File: src/rtl/bss_pkg.sv
package bss_pkg;

    localparam int OP_W = 2;

    typedef enum logic [OP_W-1:0] {
        OP_WR   = 2'b00,
        OP_LIST = 2'b01,
        OP_IDLE = 2'b10,
        OP_END  = 2'b11
    } op_e;

    typedef enum logic [2:0] {
        ST_HDR,
        ST_ADDR,
        ST_ARG,
        ST_DATA,
        ST_BUS,
        ST_IDLE,
        ST_DONE
    } st_e;

endpackage

File: src/rtl/bss_fetch.sv
module bss_fetch #(
    parameter int DEPTH = 1024,
    parameter int IDX_W = $clog2(DEPTH)
) (
    input  logic             clk,
    input  logic             rst_n,
    input  logic             want_i,
    input  logic             fetch_ack_i,
    output logic             fetch_req_o,
    output logic [IDX_W-1:0] fetch_idx_o,
    output logic             take_o,
    output logic             empty_o
);

    localparam int PTR_W = IDX_W + 1;

    logic [PTR_W-1:0] ptr_d, ptr_q;

    assign empty_o     = (ptr_q == PTR_W'(DEPTH));
    assign fetch_req_o = want_i && !empty_o;
    assign fetch_idx_o = ptr_q[IDX_W-1:0];
    assign take_o      = fetch_req_o && fetch_ack_i;

    always_comb begin
        ptr_d = ptr_q;
        if (take_o) begin
            ptr_d = ptr_q + PTR_W'(1);
        end
    end

    always_ff @(posedge clk or negedge rst_n) begin
        if (!rst_n) begin
            ptr_q <= '0;
        end else begin
            ptr_q <= ptr_d;
        end
    end


    req_hold_chk: assert property (@(posedge clk) disable iff (!rst_n)
        fetch_req_o && !fetch_ack_i |=> fetch_req_o && $stable(fetch_idx_o));


    ptr_range_chk: assert property (@(posedge clk) disable iff (!rst_n)
        ptr_q <= PTR_W'(DEPTH));

endmodule

File: src/rtl/bss_idle_timer.sv
module bss_idle_timer #(
    parameter int CNT_W = 32
) (
    input  logic             clk,
    input  logic             rst_n,
    input  logic             load_i,
    input  logic [CNT_W-1:0] len_i,
    output logic             last_o,
    output logic             busy_o
);

    logic [CNT_W-1:0] cnt_d, cnt_q;

    assign busy_o = (cnt_q != '0);
    assign last_o = (cnt_q == CNT_W'(1));

    always_comb begin
        cnt_d = cnt_q;
        if (load_i) begin
            cnt_d = len_i;
        end else if (busy_o) begin
            cnt_d = cnt_q - CNT_W'(1);
        end
    end

    always_ff @(posedge clk or negedge rst_n) begin
        if (!rst_n) begin
            cnt_q <= '0;
        end else begin
            cnt_q <= cnt_d;
        end
    end


    no_reload_chk: assert property (@(posedge clk) disable iff (!rst_n)
        load_i |-> !busy_o);

endmodule

File: src/rtl/bss_wport.sv
module bss_wport #(
    parameter int ADDR_W = 32,
    parameter int DATA_W = 32
) (
    input  logic              clk,
    input  logic              rst_n,
    input  logic              launch_i,
    input  logic [ADDR_W-1:0] addr_i,
    input  logic [DATA_W-1:0] data_i,
    input  logic              bus_ready_i,
    output logic              bus_valid_o,
    output logic [ADDR_W-1:0] bus_addr_o,
    output logic [DATA_W-1:0] bus_data_o,
    output logic              wr_done_o
);

    typedef struct packed {
        logic              valid;
        logic [ADDR_W-1:0] addr;
        logic [DATA_W-1:0] data;
    } wp_t;

    wp_t w_d, w_q;

    assign bus_valid_o = w_q.valid;
    assign bus_addr_o  = w_q.addr;
    assign bus_data_o  = w_q.data;
    assign wr_done_o   = w_q.valid && bus_ready_i;

    always_comb begin
        w_d = w_q;
        if (launch_i) begin
            w_d.valid = 1'b1;
            w_d.addr  = addr_i;
            w_d.data  = data_i;
        end else if (wr_done_o) begin
            w_d.valid = 1'b0;
        end
    end

    always_ff @(posedge clk or negedge rst_n) begin
        if (!rst_n) begin
            w_q <= '0;
        end else begin
            w_q <= w_d;
        end
    end


    bus_hold_chk: assert property (@(posedge clk) disable iff (!rst_n)
        bus_valid_o && !bus_ready_i |=> bus_valid_o && $stable(bus_addr_o) && $stable(bus_data_o));


    no_overlap_chk: assert property (@(posedge clk) disable iff (!rst_n)
        launch_i |-> !bus_valid_o);

endmodule

File: src/rtl/boot_script_seq.sv
module boot_script_seq
    import bss_pkg::*;
#(
    parameter int ADDR_W = 32,
    parameter int DATA_W = 32,
    parameter int DEPTH  = 1024,
    parameter int IDX_W  = $clog2(DEPTH)
) (
    input  logic              clk,
    input  logic              rst_n,
    output logic              fetch_req_o,
    output logic [IDX_W-1:0]  fetch_idx_o,
    input  logic              fetch_ack_i,
    input  logic [DATA_W-1:0] fetch_word_i,
    output logic              bus_valid_o,
    output logic [ADDR_W-1:0] bus_addr_o,
    output logic [DATA_W-1:0] bus_data_o,
    input  logic              bus_ready_i,
    output logic              done_o,
    output logic              error_o
);

    localparam int STEP = DATA_W / 8;

    typedef struct packed {
        st_e               st;
        op_e               op;
        logic [ADDR_W-1:0] addr;
        logic [DATA_W-1:0] cnt;
        logic              err;
    } seq_t;

    seq_t s_d, s_q;

    logic want, take, empty;
    logic launch, wr_done;
    logic tmr_load, tmr_last, tmr_busy;

    bss_fetch #(.DEPTH(DEPTH), .IDX_W(IDX_W)) u_fetch (
        .clk         (clk),
        .rst_n       (rst_n),
        .want_i      (want),
        .fetch_ack_i (fetch_ack_i),
        .fetch_req_o (fetch_req_o),
        .fetch_idx_o (fetch_idx_o),
        .take_o      (take),
        .empty_o     (empty)
    );

    bss_idle_timer #(.CNT_W(DATA_W)) u_timer (
        .clk    (clk),
        .rst_n  (rst_n),
        .load_i (tmr_load),
        .len_i  (fetch_word_i),
        .last_o (tmr_last),
        .busy_o (tmr_busy)
    );

    bss_wport #(.ADDR_W(ADDR_W), .DATA_W(DATA_W)) u_wport (
        .clk         (clk),
        .rst_n       (rst_n),
        .launch_i    (launch),
        .addr_i      (s_q.addr),
        .data_i      (fetch_word_i),
        .bus_ready_i (bus_ready_i),
        .bus_valid_o (bus_valid_o),
        .bus_addr_o  (bus_addr_o),
        .bus_data_o  (bus_data_o),
        .wr_done_o   (wr_done)
    );

    always_comb begin
        s_d      = s_q;
        want     = 1'b0;
        launch   = 1'b0;
        tmr_load = 1'b0;
        unique case (s_q.st)
            ST_HDR: begin
                want = 1'b1;
                if (empty) begin
                    s_d.st  = ST_DONE;
                    s_d.err = 1'b1;
                end else if (take) begin
                    s_d.op = op_e'(fetch_word_i[DATA_W-1 -: OP_W]);
                    unique case (s_d.op)
                        OP_END:  s_d.st = ST_DONE;
                        OP_IDLE: s_d.st = ST_ARG;
                        default: s_d.st = ST_ADDR;
                    endcase
                end
            end
            ST_ADDR: begin
                want = 1'b1;
                if (empty) begin
                    s_d.st  = ST_DONE;
                    s_d.err = 1'b1;
                end else if (take) begin
                    s_d.addr = ADDR_W'(fetch_word_i);
                    s_d.st   = ST_ARG;
                end
            end
            ST_ARG: begin
                want = 1'b1;
                if (empty) begin
                    s_d.st  = ST_DONE;
                    s_d.err = 1'b1;
                end else if (take) begin
                    unique case (s_q.op)
                        OP_WR: begin
                            launch = 1'b1;
                            s_d.st = ST_BUS;
                        end
                        OP_LIST: begin
                            s_d.cnt = fetch_word_i;
                            s_d.st  = (fetch_word_i == '0) ? ST_HDR : ST_DATA;
                        end
                        OP_IDLE: begin
                            tmr_load = (fetch_word_i != '0);
                            s_d.st   = (fetch_word_i == '0) ? ST_HDR : ST_IDLE;
                        end
                        default: s_d.st = ST_HDR;
                    endcase
                end
            end
            ST_DATA: begin
                want = 1'b1;
                if (empty) begin
                    s_d.st  = ST_DONE;
                    s_d.err = 1'b1;
                end else if (take) begin
                    launch  = 1'b1;
                    s_d.cnt = s_q.cnt - DATA_W'(1);
                    s_d.st  = ST_BUS;
                end
            end
            ST_BUS: begin
                if (wr_done) begin
                    if (s_q.op == OP_LIST) begin
                        s_d.addr = s_q.addr + ADDR_W'(STEP);
                        s_d.st   = (s_q.cnt == '0) ? ST_HDR : ST_DATA;
                    end else begin
                        s_d.st = ST_HDR;
                    end
                end
            end
            ST_IDLE: begin
                if (tmr_last) begin
                    s_d.st = ST_HDR;
                end
            end
            ST_DONE: begin
                s_d = s_q;
            end
            default: begin
                s_d.st = ST_DONE;
            end
        endcase
    end

    always_ff @(posedge clk or negedge rst_n) begin
        if (!rst_n) begin
            s_q    <= '0;
            s_q.st <= ST_HDR;
            s_q.op <= OP_WR;
        end else begin
            s_q <= s_d;
        end
    end

    assign done_o  = (s_q.st == ST_DONE);
    assign error_o = s_q.err;


    no_fetch_in_write_chk: assert property (@(posedge clk) disable iff (!rst_n)
        !(fetch_req_o && bus_valid_o));


    idle_quiet_chk: assert property (@(posedge clk) disable iff (!rst_n)
        tmr_busy |-> !fetch_req_o && !bus_valid_o);


    done_sticky_chk: assert property (@(posedge clk) disable iff (!rst_n)
        done_o |=> done_o && !fetch_req_o && $stable(error_o));


    err_has_done_chk: assert property (@(posedge clk) disable iff (!rst_n)
        error_o |-> done_o);

endmodule

File: config.mk
export PLATFORM = sky130hd
export DESIGN_NAME = boot_script_seq
export DESIGN_NICKNAME = d
export VERILOG_FILES = /design/src/rtl/bss_pkg.sv /design/src/rtl/bss_fetch.sv /design/src/rtl/bss_idle_timer.sv /design/src/rtl/bss_wport.sv /design/src/rtl/boot_script_seq.sv
export SDC_FILE = /design/constraint.sdc
export NUM_CORES = 1
export LEC_CHECK = 0
export ABC_AREA = 1
export BUFFER_PORTS_ARGS = -buffer_cell sky130_fd_sc_hd__buf_2
export CAP_MARGIN = 20
export CORE_MARGIN = 2
export CORE_UTILIZATION = 37
export DETAILED_ROUTE_END_ITERATION = 8
export PLACE_DENSITY_LB_ADDON = 0.2
export SLEW_MARGIN = 20
export SYNTH_ARGS = -nofsm -noshare
export SYNTH_HDL_FRONTEND = slang
export SYNTH_SLANG_ARGS = --single-unit
File: constraint.sdc
create_clock -name clk -period 4.5 [get_ports clk]
set_clock_uncertainty 0.1 [all_clocks]
set_input_delay 0.9 -clock clk [delete_from_list [all_inputs] [get_ports clk]]
set_output_delay 0.9 -clock clk [all_outputs]
set_load 0.05 [all_outputs]
== After elaboration in Yosys (flattened, before gate mapping) ==
Index checks and enable logic that the tools add are counted.
Widths: inputs -> output; s select.

* Register bits: 178
* Output and inout bits: 78
* Word-level logic and storage cells: 105
* Input port bits: 36

* Bitwise gates (word level): 2
* Add/sub/neg operators: 4
* Reductions and logical operators: 20
* Mux-type cells: 43
* Equal/unequal tests: 26

{| class="wikitable"
|+ Operators by type and width
! operator !! number
|-
| $mux 32 || 11
|-
| $pmux 32 s2 || 2
|-
| $logic_not 32->1 || 2
|-
| $reduce_bool 32->1 || 2
|-
| $sub 32x1->32 const B || 2
|-
| $add 32x3->32 const B || 1
|-
| $eq 32x1->1 const B || 1
|-
| $mux 3 || 10
|-
| $pmux 3 s7 || 1
|-
| $ne 2x2->1 const B || 9
|-
| $mux 1 || 12
|-
| $ne 3x2->1 const B || 4
|-
| $add 11x1->11 const B || 1
|-
| $eq 11x11->1 const B || 1
|-
| $eq 3x3->1 const B || 3
|-
| $pmux 3 s3 || 1
|-
| $reduce_bool 2->1 || 4
|-
| $reduce_and 7->1 || 1
|-
| $eq 2x2->1 const B || 3
|-
| $eq 3x2->1 const B || 2
|-
| $mux 2 || 3
|-
| $pmux 3 s2 || 1
|-
| $reduce_and 6->1 || 1
|-
| $mux 5 || 1
|-
| other kinds (13) || 16
|}

== Depth between registers and ports, before layout ==
Gate-level depths: netlist (run 1).

* Word-level depth: 9
* Gate-level depth with buffers: 13
* Depth with buffers taken out: 12

== Cells and area by module ==
A second synthesis (run 1) with hierarchy kept.

* Cell total of the unflattened synthesis: 1599
* Area total of the unflattened synthesis: 11023.1 sq um

{| class="wikitable"
|+ By module, submodules not included
! module !! area each (sq um) !! cells an instance !! seq. area each (sq um) !! times used
|-
| boot_script_seq || 5328.9 || 877 || 1751.7 || 1
|-
| bss_wport || 2526.2 || 277 || 1626.6 || 1
|-
| bss_idle_timer || 2272.2 || 329 || 800.8 || 1
|-
| bss_fetch || 895.9 || 116 || 275.3 || 1
|}

== Worst setup path before layout (run 1) ==
No wires, ideal clock.

* Kind: register to output
* From: register s_q[69] in the netlist's numbering
* To: output done_o
* Setup slack: 2.297 ns
* Arrival: 1.203 ns
* Stages on the path, launching flop included: 4
* Buffers on the path: 1
* Data required time: 3.500 ns
* Cell sequence: dfrtp_1 > buf_4 > nand2_1 > nor2_1

* Longest elaborated chain between the ends: 1

{| class="wikitable"
|+ RTL lines
! element !! line !! source
|-
| from (decl) || boot_script_seq.sv:33 || <nowiki>seq_t s_d, s_q;</nowiki>
|-
| $eq 3x3->1 || boot_script_seq.sv:170 || <nowiki>assign done_o = (s_q.st == ST_DONE);</nowiki>
|-
| to (decl) || boot_script_seq.sv:19 || <nowiki>output logic done_o,</nowiki>
|}

No other way between the ends.

== Worst setup path in the final report (run 1) ==
* From: register u_fetch.ptr_q[0]
* To: output fetch_req_o

* Longest elaborated chain between the ends: 3

{| class="wikitable"
|+ RTL lines
! element !! line !! source
|-
| from (decl) || bss_fetch.sv:17 || <nowiki>logic [PTR_W-1:0] ptr_d, ptr_q;</nowiki>
|-
| from (signal assigned) || bss_fetch.sv:35 || <nowiki>ptr_q <= ptr_d;</nowiki>
|-
| $eq 11x11->1 || bss_fetch.sv:19 || <nowiki>assign empty_o = (ptr_q == PTR_W'(DEPTH));</nowiki>
|-
| $logic_not 1->1 || bss_fetch.sv:20 || <nowiki>assign fetch_req_o = want_i && !empty_o;</nowiki>
|-
| $logic_and 1x1->1 || bss_fetch.sv:20 ||
|-
| to (decl) || boot_script_seq.sv:11 || <nowiki>output logic fetch_req_o,</nowiki>
|}

No other way between the ends.

==> results of run 1 <==
-- power groups by stage --
stage                     Sequential (mW)  Combinational, mW  Clock, mW
after floorplan                      3.51               1.88          0
after global placement               2.83               3.44          0
after detailed placement             2.83               3.47          0
after CTS                            2.81               3.48       1.56
after global routing                 2.91               3.86       1.63
final                                2.82               3.47       1.53
-- worst paths after layout --
| kind | from | end | slack (ns) | cells after the start |
|---|---|---|---|---|
| worst max-delay path | u_fetch.ptr_q[0] | fetch_req_o | 1.67 | 8 |
| worst min-delay path | u_wport.bus_addr_o[13] | u_wport.bus_addr_o[13] | 0.39 | 2 |
| worst max register to register | s_q[69] | s_q[53] | 1.87 | 11 |
| worst min register to register | u_wport.bus_addr_o[13] | u_wport.bus_addr_o[13] | 0.39 | 2 |
| max in group asynchronous | rst_n | s_q[58] | 2.95 | 2 |
| min in group asynchronous | rst_n | u_fetch.ptr_q[5] | 0.42 | 1 |
-- area by class of cell --
cell class / count / area, µm² / share of cell area
timing repair buffer: 123 / 672 / 0.0571
tap: 378 / 473 / 0.0402
sequential: 178 / 4450 / 0.379
antenna: 1 / 2.50 / 0.000213
clock buffer: 17 / 425 / 0.0362
multi-input combinational: 1080 / 4970 / 0.423
inverter: 160 / 601 / 0.0511
clock inverter: 15 / 160 / 0.0136
-- metrics by stage --
| step | cells | cell area (µm²) | setup WS [ns] |
|---|---|---|---|
| after floorplan | 1475 | 10300 | 2.30 |
| after global placement | 1919 | 11200 | 1.58 |
| after detailed placement | 1919 | 11200 | 1.52 |
| after CTS | 1951 | 11800 | 1.63 |
| after global routing | 1951 | 11800 | 1.51 |
| final | 1952 | 11800 | 1.67 |
-- routing by layer --
metal | track usage | up-vias
met5 | 0 | -
met1 | 0.337 | 4643
li1 | - | 4877
met3 | 0.0440 | 33
met2 | 0.357 | 272
met4 | 0.0652 | 0
-- cell families (layout without fill, tap and decap cells) --
family / Yosys count / in the layout
compound gates: 239 / 239
xor+xnor: 45 / 45
fa+ha+maj: 7 / 7
buf+inv: 217 / 315
flops: 178 / 178
other cells: 0 / 1
simple gates: 789 / 789
-- registers in the layout, summed over array words and instances (netlist names) --
name / cells
u_timer.cnt_q: 32
s_q: 69
u_fetch.ptr_q: 11
u_wport.bus_valid_o: 1
error_o: 1
u_wport.bus_addr_o: 32
u_wport.bus_data_o: 32
-- cells in the final DEF (no fill, tap or decap), types with 2 or more instances in the layout --
cell type and count:
inv_8 4, clkinvlp_4 2, nand3_1 96, dfrtp_1 178
o31ai_1 2, o22ai_1 7, nand4_1 17, nor2_2 2
buf_2 112, inv_2 5, nor2_4 2, clkinv_2 2
nand2_2 4, o211ai_1 11, nand3b_1 4, o21ai_1 61
clkbuf_16 17, buf_4 8, xor2_1 26, xnor2_1 19
o21ai_0 118, nor2_1 233, ha_1 7, a21oi_1 37
nand2_1 410, nor3_1 16, inv_1 155, buf_12 2
inv_6 4
-- worst min-delay path: cells and delay by family (launching register included) --
family	cells	cell delay (ns)
simple gates	1	0.05
flops	1	0.34
compound gates	1	0.06
==> Implementation_results.wiki, run 1 <==
{| class="wikitable"
! Metric !! Value
|-
| DRC errors left || 0
|-
| Worst slew slack as a fraction of its limit || 0.298
|-
| Worst hold slack after final layout || 0.385 ns
|-
| Post-DP HPWL || 25200 µm
|-
| Share of post-route cells with drive strength above 1 || 0.110
|-
| Fillers || 2962
|-
| Sequence of cells on the critical path || inv_1, ha_1, nand2_1, nor2_1, nand2_2, nand2_1, inv_1, buf_2
|-
| Wire length reported by the detailed router || 33500 µm
|-
| Portion of total power attributed to the clock network || 0.196
|-
| Die Area || 0.0293 mm²
|-
| Effective utilization at floorplan || 0.374
|-
| Detailed Route Iter0 Violations || 853
|-
| Clock transition at the register clock pins on the worst setup and hold paths after CTS || 0.08 ns
|-
| Number of warning messages in the yosys log || 0
|-
| Startpoint types || flip-flop
|-
| Clock root cell || clkbuf_16
|-
| Syn_area_per_cell || 7.01 µm²
|-
| Xor and xnor fraction of the mapped netlist area || 0.0381
|-
| Mux cell area share after synthesis || 0
|-
| Floorplan die height || 171 µm
|-
| Wire length per cell || 17.2 µm
|-
| Top post-synthesis cells by area || dfrtp_1 (43%), nand2_1 (15%), nor2_1 (8.5%)
|-
| Die boundary width || 171 µm
|-
| Clock tree buffer depth || 2
|-
| Area growth from synthesis to layout || 13.8%
|-
| GPL Wtd Cong || 1.01
|-
| Asr flop ratio synth || 1.00
|-
| Post-cts hold buffer count || 0
|-
| Total grt overflow || 0
|-
| Worst vdd rail ir drop || 0.410 mV
|-
| CTS sink cnt || 178
|-
| Maximum capacitance violations || 0
|-
| Count of standard-cell rows || 61
|-
| Highest-delay cell along the critical path || dfrtp_1
|-
| Top delay family on crit path || simple AND/OR/NAND/NOR gates
|-
| Portion of total power attributed to combinational logic || 0.444
|-
| Total number of vias || 9825
|-
| GR Util All Layers || 0.234
|-
| Number of antenna violations at the first check in global routing || 1
|-
| Design Power || 7.82 mW
|-
| Average via count per standard cell || 5.03
|-
| Port Buf Inserts || 113
|-
| Post-Synthesis Cells || 1475
|-
| Largest area contributor in the synthesized netlist || dfrtp_1
|-
| Critical Path Fanout Max || 7
|-
| TritonCTS clock tree || yes
|-
| Final critical path time including I/O delays and setup || 2.83 ns
|-
| Final-report max-slew violation count || 0
|-
| Upper clock frequency limit || 0.354 GHz
|-
| Fraction of post-synthesis cell area in the top cell type by area || 0.431
|-
| Number of unique standard cell types used by synthesis || 34
|-
| CP Buf/Inv Count || 3
|-
| Power per cell area || 665 mW/mm²
|-
| Residual antenna-violating net count after detailed routing || 0
|-
| Worst-margin pin slew || 1.05 ns
|-
| Routed metal-1 wirelength || 16000 µm
|-
| Top FF cell, synth || dfrtp_1
|-
| Drt pass-1 iters || 5
|-
| Resized cells post-CTS || 0
|-
| Setup repair after global routing missed its margin || no
|-
| Routed wl met3 || 1960 µm
|-
| Placeable core region || 0.0276 mm²
|-
| Kind of end point of the critical path || primary output
|-
| Core occupancy in the finished layout || 0.426
|-
| Cell types with the highest counts after synthesis || nand2_1 (410), nor2_1 (233), dfrtp_1 (178)
|-
| Internal power || 3.97 mW
|-
| Source-to-sink clock delay at the later pin of the worst-skew pair || 0.44 ns
|-
| Most frequent cell after synthesis || nand2_1
|-
| Number of buffers added by the clock tree synthesis step || 17
|-
| Number of synthesized register bits || 178
|-
| Hold Vio Cnt, Final || 0
|-
| Area of the mapped netlist || 0.0103 mm²
|-
| Vias in the first global route || 9078
|-
| Wire length on met2 || 14800 µm
|-
| Fraction of the mapped netlist area in adder cells || 0.00847
|-
| Switching Fraction || 0.493
|-
| Count of nets after finishing || 1603
|-
| Min-Delay Path Class || reg -> reg
|-
| Number of synthesized flops with an enable pin || 0
|-
| Seq pwr share || 0.361
|-
| Switching power || 3.85 mW
|-
| Final cycle utilization of the critical path || 0.629
|-
| Fin Setup TNS || 0 ns
|-
| Dominant combinational cell family by area after synthesis || simple AND/OR/NAND/NOR gates
|-
| H-tree depth || 4
|-
| Fraction of the mapped netlist area in compound gates || 0.121
|-
| Share of synthesized cell area in and, or, nand and nor gates || 0.312
|-
| Worst setup path category || reg -> out
|-
| Maximum number of pins on one net before global-route repair || 115
|-
| Number of endpoints failing setup at the final stage || 0
|-
| Top Metal Used || met4
|-
| Arrival time at the worst endpoint || 1.83 ns
|-
| Biggest cell delay along the critical path || 0.40 ns
|-
| Leak || 5.67 nW
|-
| Run status || complete, no violations
|-
| Post-Syn Nets || 1518
|-
| Top Ports || 114
|-
| Number of post-CTS setup repair buffers || 0
|-
| CP Data Required Time || 3.50 ns
|-
| Wire length of the first global-routing pass || 52200 µm
|-
| Sequential-to-total area share from yosys stat || 0.431
|}
Note: power is estimated with default switching activity, not from simulation.
==> run 2: changes to the inputs <==
- clock period: 4.5 -> 2.42 ns (I/O delays scaled with it)
==> Implementation_results.wiki, run 2 (synthesis results as in run 1) <==
{| class="wikitable"
! Metric !! Value
|-
| Count of standard-cell rows || 61
|-
| Post-placement cell area || 0.0115 mm²
|-
| CP Data Required Time || 2.64 ns
|-
| Wire length per cell || 17.1 µm
|-
| Wire length of the first global-routing pass || 52500 µm
|-
| Clock transition at the register clock pins on the worst setup and hold paths after CTS || 0.08 ns
|-
| Placeable core region || 0.0276 mm²
|-
| Area growth from synthesis to layout || 18.4%
|-
| Critical Path Fanout Max || 10
|-
| Leak || 5.94 nW
|-
| Fin Setup TNS || 0 ns
|-
| Highest-count cells in the layout ignoring fill and taps || nand2_1 (410), nor2_1 (232), dfrtp_1 (178)
|-
| Number of antenna violations at the first check in global routing || 0
|-
| Diodes inserted || 0
|-
| Worst-margin pin slew || 0.561 ns
|-
| Worst slew slack as a fraction of its limit || 0.626
|-
| Source-to-sink clock delay at the later pin of the worst-skew pair || 0.44 ns
|-
| Effective utilization at floorplan || 0.374
|-
| Flip-flop count of the largest register, all copies and words added || 69
|-
| Maximum number of pins on one net before global-route repair || 82
|-
| TritonCTS clock tree || yes
|-
| Run status || complete, no violations
|-
| GR Util All Layers || 0.235
|-
| Kind of end point of the critical path || flip-flop
|-
| Worst setup path category || reg -> reg
|-
| Final critical path time including I/O delays and setup || 2.29 ns
|-
| Total number of vias || 10000
|-
| Post-route cell area || 0.0122 mm²
|-
| Clock root cell || clkbuf_16
|-
| Min-Delay Path Class || in -> reg
|-
| H-tree depth || 4
|-
| Setup repair after global routing missed its margin || yes
|-
| Final-report max-slew violation count || 0
|-
| Final cycle utilization of the critical path || 0.944
|-
| Floorplan die height || 171 µm
|-
| Power per cell area || 1210 mW/mm²
|-
| Top Ports || 114
|-
| Detailed Route Iter0 Violations || 757
|-
| Post-DP HPWL || 25500 µm
|-
| Drt pass-1 iters || 5
|-
| Share of post-route cells with drive strength above 1 || 0.135
|-
| Die boundary width || 171 µm
|-
| Clock tree buffer depth || 2
|-
| DRC errors left || 0
|-
| Port Buf Inserts || 113
|-
| CTS sink cnt || 178
|-
| Top reg by flops || s_q
|-
| Wire length reported by the detailed router || 34200 µm
|-
| Maximum capacitance violations || 0
|-
| Hold Vio Cnt, Final || 0
|-
| Average via count per standard cell || 5.02
|-
| Most common cell after layout, fill and taps aside || nand2_1
|-
| Count of nets after finishing || 1648
|-
| Number of buffers added by the clock tree synthesis step || 17
|-
| Die Area || 0.0293 mm²
|-
| Arrival time at the worst endpoint || 2.51 ns
|-
| Startpoint types || flip-flop
|-
| Upper clock frequency limit || 0.438 GHz
|-
| Residual antenna-violating net count after detailed routing || 0
|-
| Vias in the first global route || 9240
|-
| Total grt overflow || 0
|-
| Number of endpoints failing setup at the final stage || 0
|-
| Worst vdd rail ir drop || 0.632 mV
|-
| GPL Wtd Cong || 0.969
|}
[run 2: changes by cell type in the layout (fill, tap and decap cells not counted), moves of 2 or more]
cell	delta
buf_4	+33
buf_12	+5
buf_6	+3
clkbuf_16	+2
inv_2	-2
inv_4	+2
[run 2: metal layers]
metal / GRT usage / vias up / wire length (µm)
met5: 0 / - / 0
met4: 0.0685 / 0 / 653
met3: 0.0414 / 34 / 2210
met2: 0.352 / 327 / 15300
li1: - / 4951 / -
met1: 0.344 / 4713 / 16100
[run 2: repair_timing]
action / in CTS / in global routing
endpoints found under the setup margin: 1 / 90
pin swaps: 0 / 0
setup buffers: 2 / 2
hold buffers: 1 / 0
endpoints found under the hold margin: 50 / 0
cloned: 0 / 5
resized for setup: 0 / 8
[run 2: final timing paths]
path                            cells after the start                     end  slack [ns]              startpoint
worst max-delay path                               14  u_wport.bus_addr_o[28]        0.13        u_fetch.ptr_q[0]
worst min-delay path                                2     u_wport.bus_valid_o        0.15             bus_ready_i
worst max register to register                     14  u_wport.bus_addr_o[28]        0.13        u_fetch.ptr_q[0]
worst min register to register                      2  u_wport.bus_addr_o[10]        0.38  u_wport.bus_addr_o[10]
max in group asynchronous                           3  u_wport.bus_addr_o[22]        1.00                   rst_n
min in group asynchronous                           2        u_fetch.ptr_q[5]        0.47                   rst_n
[run 2: through the flow]
stage                     setup WS [ns]  power (mW)  hold WS (ns)   util  cells
after global routing            -0.0215        15.9         0.158  0.443   1996
after detailed placement         0.0436        11.9         0.368  0.416   1954
after CTS                        0.0990        14.8         0.132  0.438   1989
final                             0.134        14.8         0.148  0.443   1996
after floorplan                   0.545        10.0        0.0884      -   1475
after global placement           0.0790        11.8         0.363  0.416   1954
[run 2: final cells by class]
class                   count  area, µm²
well taps                 378        473
inverters                 160        606
multi-input cells        1080       4990
repair buffers            168       1130
clock inverters            15        168
flip-flops and latches    178       4450
clock buffers              17        425
fillers                  2910      15400
[run 2: report_power, final]
group / total [mW] / internal [mW] / switching, mW
Sequential: 5.25 / 4.18 / 1.07
Clock: 2.87 / 1.47 / 1.40
Combinational: 6.71 / 1.91 / 4.80
[run 2: critical path, stage by stage, from the launching register on]
cell	delay [ns]
dfrtp_1	0.38
inv_1	0.08
ha_1	0.20
nand2_1	0.07
nor2_2	0.05
nand2_2	0.06
buf_4	0.12
nand3_4	0.05
buf_4	0.19
inv_4	0.08
o2111ai_4	0.28
buf_12	0.25
buf_6	0.14
nand2_1	0.05
o21ai_1	0.06
